<file path="config.mk">
export PLATFORM = sky130hd
export DESIGN_NAME = burst_addr_seq
export DESIGN_NICKNAME = d
export VERILOG_FILES = /design/src/rtl/burst_addr_seq_pkg.sv /design/src/rtl/burst_strobe_decode.sv /design/src/rtl/burst_beat_counter.sv /design/src/rtl/burst_addr_reg.sv /design/src/rtl/burst_order_map.sv /design/src/rtl/burst_addr_seq.sv
export SDC_FILE = /design/constraint.sdc
export NUM_CORES = 1
export LEC_CHECK = 0
export ABC_AREA = 1
export ABC_CLOCK_PERIOD_IN_PS = 1700
export BUFFER_PORTS_ARGS = -buffer_cell sky130_fd_sc_hd__buf_2
export CAP_MARGIN = 10
export CORE_MARGIN = 1.5
export CORE_UTILIZATION = 49
export CTS_CLUSTER_SIZE = 10
export DETAILED_ROUTE_END_ITERATION = 16
export PLACE_DENSITY = 0.83
export SLEW_MARGIN = 0
export SYNTH_ARGS = -nofsm -noshare
export SYNTH_HDL_FRONTEND = slang
export SYNTH_SLANG_ARGS = --single-unit
</file>
<file path="constraint.sdc">
create_clock -name clk_i -period 1.7 [get_ports clk_i]
set_input_delay 0.34 -clock clk_i [delete_from_list [all_inputs] [get_ports clk_i]]
set_output_delay 0.34 -clock clk_i [all_outputs]
set_load 0.03 [all_outputs]
</file>
<file path="src/rtl/burst_addr_seq_pkg.sv">
package burst_addr_seq_pkg;
  localparam int unsigned BEAT_W = 2;
  typedef logic [BEAT_W-1:0] beat_t;
  typedef enum logic {
    ORDER_LINEAR      = 1'b0,
    ORDER_INTERLEAVED = 1'b1
  } order_e;
endpackage

</file>
<file path="src/rtl/burst_strobe_decode.sv">
module burst_strobe_decode (
  input  logic ads_proc_ni,
  input  logic ads_ctrl_ni,
  input  logic ce_ni,
  input  logic adv_ni,
  output logic load_o,
  output logic step_o
);
  logic proc_load;
  logic ctrl_load;

  // processor strobe only counts when the chip is enabled
  assign proc_load = ~ads_proc_ni & ~ce_ni;
  assign ctrl_load = ~ads_ctrl_ni;
  assign load_o    = proc_load | ctrl_load;
  // a load overrides advance
  assign step_o    = ~adv_ni & ~load_o;
endmodule

</file>
<file path="src/rtl/burst_beat_counter.sv">
module burst_beat_counter
  import burst_addr_seq_pkg::*;
(
  input  logic  clk_i,
  input  logic  rst_ni,
  input  logic  load_i,
  input  logic  step_i,
  output beat_t beat_o
);
  beat_t beat_q;

  always_ff @(posedge clk_i or negedge rst_ni) begin
    if (!rst_ni)     beat_q <= '0;
    else if (load_i) beat_q <= '0;
    else if (step_i) beat_q <= beat_q + beat_t'(1);
  end

  assign beat_o = beat_q;
endmodule

</file>
<file path="src/rtl/burst_addr_reg.sv">
module burst_addr_reg #(
  parameter int unsigned AW = 17
) (
  input  logic          clk_i,
  input  logic          rst_ni,
  input  logic          load_i,
  input  logic [AW-1:0] addr_i,
  output logic [AW-1:0] addr_o
);
  logic [AW-1:0] addr_q;

  always_ff @(posedge clk_i or negedge rst_ni) begin
    if (!rst_ni)     addr_q <= '0;
    else if (load_i) addr_q <= addr_i;
  end

  assign addr_o = addr_q;
endmodule

</file>
<file path="src/rtl/burst_order_map.sv">
module burst_order_map
  import burst_addr_seq_pkg::*;
(
  input  beat_t  start_i,
  input  beat_t  beat_i,
  input  order_e order_i,
  output beat_t  low_o
);
  beat_t lin_low;
  beat_t ilv_low;

  assign lin_low = start_i + beat_i;
  assign ilv_low = start_i ^ beat_i;

  always_comb begin
    unique case (order_i)
      ORDER_INTERLEAVED: low_o = ilv_low;
      default:           low_o = lin_low;
    endcase
  end
endmodule

</file>
<file path="src/rtl/burst_addr_seq.sv">
module burst_addr_seq
  import burst_addr_seq_pkg::*;
#(
  parameter int unsigned AW = 17
) (
  input  logic          clk_i,
  input  logic          rst_ni,
  input  logic [AW-1:0] addr_i,
  input  logic          ads_proc_ni,
  input  logic          ads_ctrl_ni,
  input  logic          ce_ni,
  input  logic          adv_ni,
  input  logic          order_sel_i,
  output logic [AW-1:0] array_addr_o,
  output logic [1:0]    beat_o
);
  localparam int unsigned UPPER_W = AW - BEAT_W;

  logic          load;
  logic          step;
  beat_t         beat;
  beat_t         low_bits;
  logic [AW-1:0] base_addr;
  order_e        order;

  assign order = order_e'(order_sel_i);

  burst_strobe_decode u_decode (
    .ads_proc_ni (ads_proc_ni),
    .ads_ctrl_ni (ads_ctrl_ni),
    .ce_ni       (ce_ni),
    .adv_ni      (adv_ni),
    .load_o      (load),
    .step_o      (step)
  );

  burst_addr_reg #(.AW(AW)) u_addr (
    .clk_i  (clk_i),
    .rst_ni (rst_ni),
    .load_i (load),
    .addr_i (addr_i),
    .addr_o (base_addr)
  );

  burst_beat_counter u_ctr (
    .clk_i  (clk_i),
    .rst_ni (rst_ni),
    .load_i (load),
    .step_i (step),
    .beat_o (beat)
  );

  burst_order_map u_map (
    .start_i (base_addr[BEAT_W-1:0]),
    .beat_i  (beat),
    .order_i (order),
    .low_o   (low_bits)
  );

  assign array_addr_o = {base_addr[AW-1:BEAT_W], low_bits};
  assign beat_o       = beat;

  logic [UPPER_W-1:0] unused_upper;
  assign unused_upper = '0;
endmodule

</file>
==> flow_metrics.env, run 1 <==
export IMPL_status="complete, no violations"
export IMPL_start_util_pct=53.76
export IMPL_place_congestion=0.6097
export IMPL_endpoint_kind="output port"
export IMPL_drt_iter0_drc=5
export IMPL_ys_seq_area_share_pct=50.13
export IMPL_avgSynthCellArea_sq_um=8.247
export IMPL_die_y_um=47.00
export IMPL_place_area_sq_um=1055
export IMPL_worstSkewPairLatency_ns=0.28
export IMPL_cts_tree="done"
export IMPL_syn_nets=140
export IMPL_num_rows=15
export IMPL_period_minus_slack_ns=1.675
export IMPL_fmax_mhz=596.9
export IMPL_drive_gt1_share_pct=38.78
export IMPL_fin_nets=173
export IMPL_pre_cts_ws_ns=0.3046
export IMPL_die_area_sq_um=2209
export IMPL_pwr_share_seq_pct=51.5
export IMPL_reg2reg_from="u_ctr.beat_o[0]$_DFFE_PN0P_"
export IMPL_postLayoutCellArea_sq_um=1117
export IMPL_grt_max_degree=20
export IMPL_antenna_found_initial=0
export IMPL_critPathLaunchType="flop"
export IMPL_cp_arrival_ns=1.34
export IMPL_coreArea_sq_um=1764
export IMPL_instances_no_fill=172
export IMPL_placedCellCount=165
export IMPL_drc_errors=0
export IMPL_relSlewSlack_pct=68.29
export IMPL_port_buffers=42
export IMPL_finalWorstSetupSlack_ns=0.02481
export IMPL_p_clk_share_pct=21.7
export IMPL_ir_worst_vdd_mv=0.4983
export IMPL_final_max_slew_violation_count=0
export IMPL_p_int_mw=0.6730
export IMPL_grt_pass1_vias=723
export IMPL_p_leak_nw=0.6599
export IMPL_critical_path_class="flop to output port"
export IMPL_root_buffer="clkbuf_4"
export IMPL_gr_total_overflow=0
export IMPL_timing_worst_slew_pin_value_ns=0.4738
export IMPL_cts_sinks=19
export IMPL_swShare_pct=32.77
export IMPL_hold_path_startpoint="addr_i[7]"
export IMPL_setup_viol_count_final=0
export IMPL_diodes=0
export IMPL_timing_setup_tns_ns=0
export IMPL_cp_max_fo=4
export IMPL_cts_made_buffers=3
export IMPL_yosysWarnings=0
export IMPL_power_frac_comb_pct=26.8
export IMPL_synth_distinct_cells=15
export IMPL_synth_area_leaders="dfrtp_1, nand2_1, buf_4"
export IMPL_cp_data_required_time_ns=1.36
export IMPL_grt_pass1_wl_mm=2.884
export IMPL_rsz0062_at_grt="true"
export IMPL_yosys_area_top_type="dfrtp_1"
export IMPL_wirelength_mm=1.737
export IMPL_area_growth_syn_to_layout_pct=17.81
export IMPL_power_total_mw=1.001
export IMPL_hold_viol_final=0
export IMPL_die_w_um=47.00
export IMPL_grt_usage_pct=18.52
export IMPL_hpwl_mm=1.276
export IMPL_wl_per_cell_um=10.10
export IMPL_power_switching_mw=0.3281
export IMPL_synth_cells=115
export IMPL_clock_path_buffers=2
export IMPL_hold_class="input port to flop"
export IMPL_crit_path_start="u_ctr.beat_o[0]$_DFFE_PN0P_"
export IMPL_skew_ns=0.002608
export IMPL_min_period_over_period_pct=98.54
export IMPL_power_density_nw_per_um2=896.0
export IMPL_clk_pin_slew_ns=0.10
export IMPL_netlist_area_sq_um=948.4
export IMPL_io_pins=43
export IMPL_yosysTopAreaCellShare_pct=50.13
export IMPL_drtPass1Iterations=4
export IMPL_maxCapViolCount=0
export IMPL_dr_total_vias=763
export IMPL_antenna_left=0
export IMPL_vias_per_cell=4.436
export IMPL_htree_levels=1
export IMPL_synth_seq_cells=19
## metrics by stage
| stage | util (%) | hold WS (ns) |
|---|---|---|
| after floorplan | - | 0.04441 |
| after global placement | 59.79 | 0.2929 |
| after detailed placement | 59.79 | 0.2999 |
| after CTS | 62.41 | 0.2399 |
| after global routing | 63.33 | 0.2461 |
| final | 63.33 | 0.2462 |
## final cells by class
| class | instances | area [sq um] |
|---|---|---|
| fill | 189 | 646.9 |
| timing repair buffer | 45 | 241.5 |
| multi-input combinational | 71 | 312.8 |
| clock buffer | 4 | 26.28 |
| inverter | 8 | 30.03 |
| tap | 25 | 31.28 |
| sequential | 19 | 475.5 |
## cells in the mapped netlist (all sizes together)
cell,n
dfrtp,19
nand3,2
o21ai,2
nand2,58
ha,1
nor3,1
nor2,7
buf,17
inv,8
## sequential cells by signal, indices dropped and copies added (netlist names)
| register | count |
|---|---|
| u_ctr.beat_o | 2 |
| u_addr.addr_o | 17 |
## worst max-delay path: stages, from the launching register on
cell and delay [ns]:
dfrtp_1 0.40, ha_2 0.21, inv_2 0.04, nor2_2 0.09, nand3_1 0.08, nand2_1 0.08, inv_2 0.03, buf_6 0.12
## cells by family after synthesis
family / count (synthesis) / share of synthesized area, %
buffers and inverters: 25 / 17.41
AND/OR/NAND/NOR: 68 / 28.89
adder cells (fa/ha/maj): 1 / 1.319
AO/OA/AOI/OAI: 2 / 2.243
flip-flops: 19 / 50.13
## repair_timing
item,CTS,global route
endpoints found under the setup margin,1,1
buffers inserted,1,1
gates resized for setup,1,5
pin swaps,0,4
hold buffers,1,0
endpoints found under the hold margin,19,0
## final timing paths
kind | endpoint | slack, ns | cells after the start
setup / recovery | array_addr_o[1] | 0.02 | 7
hold / removal | u_addr.addr_o[7]$_DFFE_PN0P_ | 0.25 | 3
setup reg to reg | u_ctr.beat_o[1]$_DFFE_PN0P_ | 0.80 | 5
hold reg to reg | u_addr.addr_o[4]$_DFFE_PN0P_ | 0.47 | 2
max in group asynchronous | u_addr.addr_o[1]$_DFFE_PN0P_ | 0.87 | 2
min in group asynchronous | u_addr.addr_o[15]$_DFFE_PN0P_ | 0.54 | 2
## layer usage
layer | GRT usage, % | vias to the layer above | share of wire, %
li1 | - | 392 | -
met1 | 20.40 | 351 | 39
met2 | 35.89 | 18 | 57
met3 | 2.308 | 2 | 3.8
met4 | 6.667 | 0 | 0.69
met5 | 0 | - | 0
## power by group through the flow
stage                     combinational [mW]  clock (mW)  sequential, mW
after global placement                 0.253           0           0.523
final                                  0.269       0.217           0.515
after CTS                              0.266       0.226           0.516
after detailed placement               0.259           0           0.525
after global routing                   0.298       0.240           0.521
after floorplan                        0.217           0           0.527
## cells in the final DEF, fill, tap and decap left out, drive strengths merged
cell type and count:
buf 44, clkbuf 4, dfrtp 19, dlygate4sd3 1, ha 1, inv 8, nand2 58, nand3 2
nor2 7, nor3 1, o21ai 2
Note: power is estimated with default switching activity, not from simulation.
==> inputs of run 2 (changes only) <==
==> constraint.sdc (replaced) <==
create_clock -name clk_i -period 1.7 [get_ports clk_i]
set_input_delay 0.17 -clock clk_i [delete_from_list [all_inputs] [get_ports clk_i]]
set_output_delay 0.17 -clock clk_i [all_outputs]
set_load 0.03 [all_outputs]
==> run 2 against run 1 <==
Net effect: die area unchanged; total power down 1.1%; sequential power about the same; register-to-register slack improved by 0.10 ns; clock-buffer cell count is the same; core utilization shrank 1.5 points; maximum frequency up 9.0%; first-iteration DRC count unchanged; via count is 1.2% lower; cell area fell by 2.4%; sequential share of layout area up 1.0 points; sequential cell count unchanged.
==> flow_metrics.env, run 2 (same netlist as run 1, synthesis figures left out) <==
export IMPL_die_y_um=47.00
export IMPL_drt_iter0_drc=5
export IMPL_relSlewSlack_pct=68.72
export IMPL_endpoint_kind="output port"
export IMPL_critPathLaunchType="flop"
export IMPL_drive_gt1_share_pct=35.17
export IMPL_num_rows=15
export IMPL_gr_total_overflow=0
export IMPL_hold_viol_final=0
export IMPL_largest_reg_flops=17
export IMPL_power_density_nw_per_um2=907.0
export IMPL_start_util_pct=53.76
export IMPL_fmax_mhz=650.6
export IMPL_place_area_sq_um=1055
export IMPL_rsz0062_at_grt="false"
export IMPL_wirelength_mm=1.720
export IMPL_hold_class="input port to flop"
export IMPL_cts_tree="done"
export IMPL_status="complete, no violations"
export IMPL_mostFrequentLayoutCell="nand2_1"
export IMPL_period_minus_slack_ns=1.537
export IMPL_clk_pin_slew_ns=0.10
export IMPL_timing_setup_tns_ns=0
export IMPL_cts_made_buffers=3
export IMPL_hold_path_depth=3
export IMPL_antenna_found_initial=0
export IMPL_htree_levels=1
export IMPL_place_congestion=0.6097
export IMPL_worstSkewPairLatency_ns=0.28
export IMPL_cts_sinks=19
export IMPL_die_w_um=47.00
export IMPL_maxCapViolCount=0
export IMPL_drc_errors=0
export IMPL_grt_pass1_wl_mm=2.884
export IMPL_post_cts_resized=0
export IMPL_grt_max_degree=20
export IMPL_cp_max_fo=5
export IMPL_wl_per_cell_um=10.12
export IMPL_diodes=0
export IMPL_root_buffer="clkbuf_4"
export IMPL_clock_path_buffers=2
export IMPL_hpwl_mm=1.276
export IMPL_grt_pass1_vias=723
export IMPL_postLayoutCellArea_sq_um=1091
export IMPL_setup_viol_count_final=0
export IMPL_vias_per_cell=4.435
export IMPL_critical_path_class="flop to output port"
export IMPL_worst_r2r_cell_count=4
export IMPL_dr_total_vias=754
export IMPL_final_max_slew_violation_count=0
export IMPL_antenna_left=0
export IMPL_io_pins=43
export IMPL_skew_ns=0.002462
export IMPL_grt_usage_pct=18.52
export IMPL_ir_worst_vdd_mv=0.4967
export IMPL_p_leak_nw=0.6516
export IMPL_area_growth_syn_to_layout_pct=15.04
export IMPL_cp_data_required_time_ns=1.53
export IMPL_mostFrequentLayoutCells="nand2_1, buf_2, dfrtp_1, inv_1, nor2_1"
export IMPL_r2r_slack_ns=0.90
export IMPL_cp_arrival_ns=1.37
export IMPL_die_area_sq_um=2209
export IMPL_min_period_over_period_pct=90.42
export IMPL_fin_nets=171
export IMPL_coreArea_sq_um=1764
export IMPL_port_buffers=42
export IMPL_timing_worst_slew_pin_value_ns=0.4675
export IMPL_drtPass1Iterations=3
-- run 2: worst max-delay path, stage by stage, from the launching register on --
cell and delay, ns:
dfrtp_1 0.43, ha_1 0.23, inv_1 0.06, nor2_1 0.04, nand3_1 0.06, nand2_1 0.05
inv_1 0.04, buf_2 0.18
-- run 2: final timing paths --
check                                        startpoint                       endpoint
max                         u_ctr.beat_o[0]$_DFFE_PN0P_                array_addr_o[1]
min                                           addr_i[7]   u_addr.addr_o[7]$_DFFE_PN0P_
max reg2reg                 u_ctr.beat_o[0]$_DFFE_PN0P_    u_ctr.beat_o[1]$_DFFE_PN0P_
min reg2reg                u_addr.addr_o[4]$_DFFE_PN0P_   u_addr.addr_o[4]$_DFFE_PN0P_
max in group asynchronous                        rst_ni   u_addr.addr_o[1]$_DFFE_PN0P_
min in group asynchronous                        rst_ni  u_addr.addr_o[15]$_DFFE_PN0P_
-- run 2: repair_timing --
item	CTS	global route
hold endpoints to repair	19	0
buffers inserted	0	0
hold buffers	1	0
-- run 2: area by class of cell --
type                       instances  area, sq um
tap                               25        31.28
clock buffer                       4        26.28
sequential                        19        475.5
fill                             192        673.1
multi-input combinational         71        307.8
timing repair buffer              43        220.2
inverter                           8        30.03
-- run 2: power by group --
part | total [mW] | internal (mW) | switching [mW]
registers | 0.516 | 0.493 | 0.0226
clock network | 0.217 | 0.0910 | 0.126
logic | 0.257 | 0.0804 | 0.177
total | 0.990 | 0.664 | 0.325
-- run 2: per-stage QoR --
stage	worst slack [ns]	total power, mW	hold slack (ns)	utilization [%]	instances
2_1_floorplan	0.4034	0.7436	-0.1256	-	115
3_3_place_gp	0.5354	0.7757	0.1229	59.79	165
3_5_place_dp	0.4746	0.7838	0.1299	59.79	165
6_report	0.1629	0.9896	0.07632	61.84	170
5_1_grt	0.04277	1.047	0.07609	61.84	170
4_1_cts	0.1453	1.004	0.06992	61.84	170
-- run 2: routing by layer --
metal | share of wire, % | vias to the layer above | GRT usage (%)
li1 | - | 388 | -
met1 | 39 | 349 | 20.40
met2 | 57 | 15 | 35.89
met3 | 3.2 | 2 | 2.308
met4 | 0.70 | 0 | 6.667
met5 | 0 | - | 0
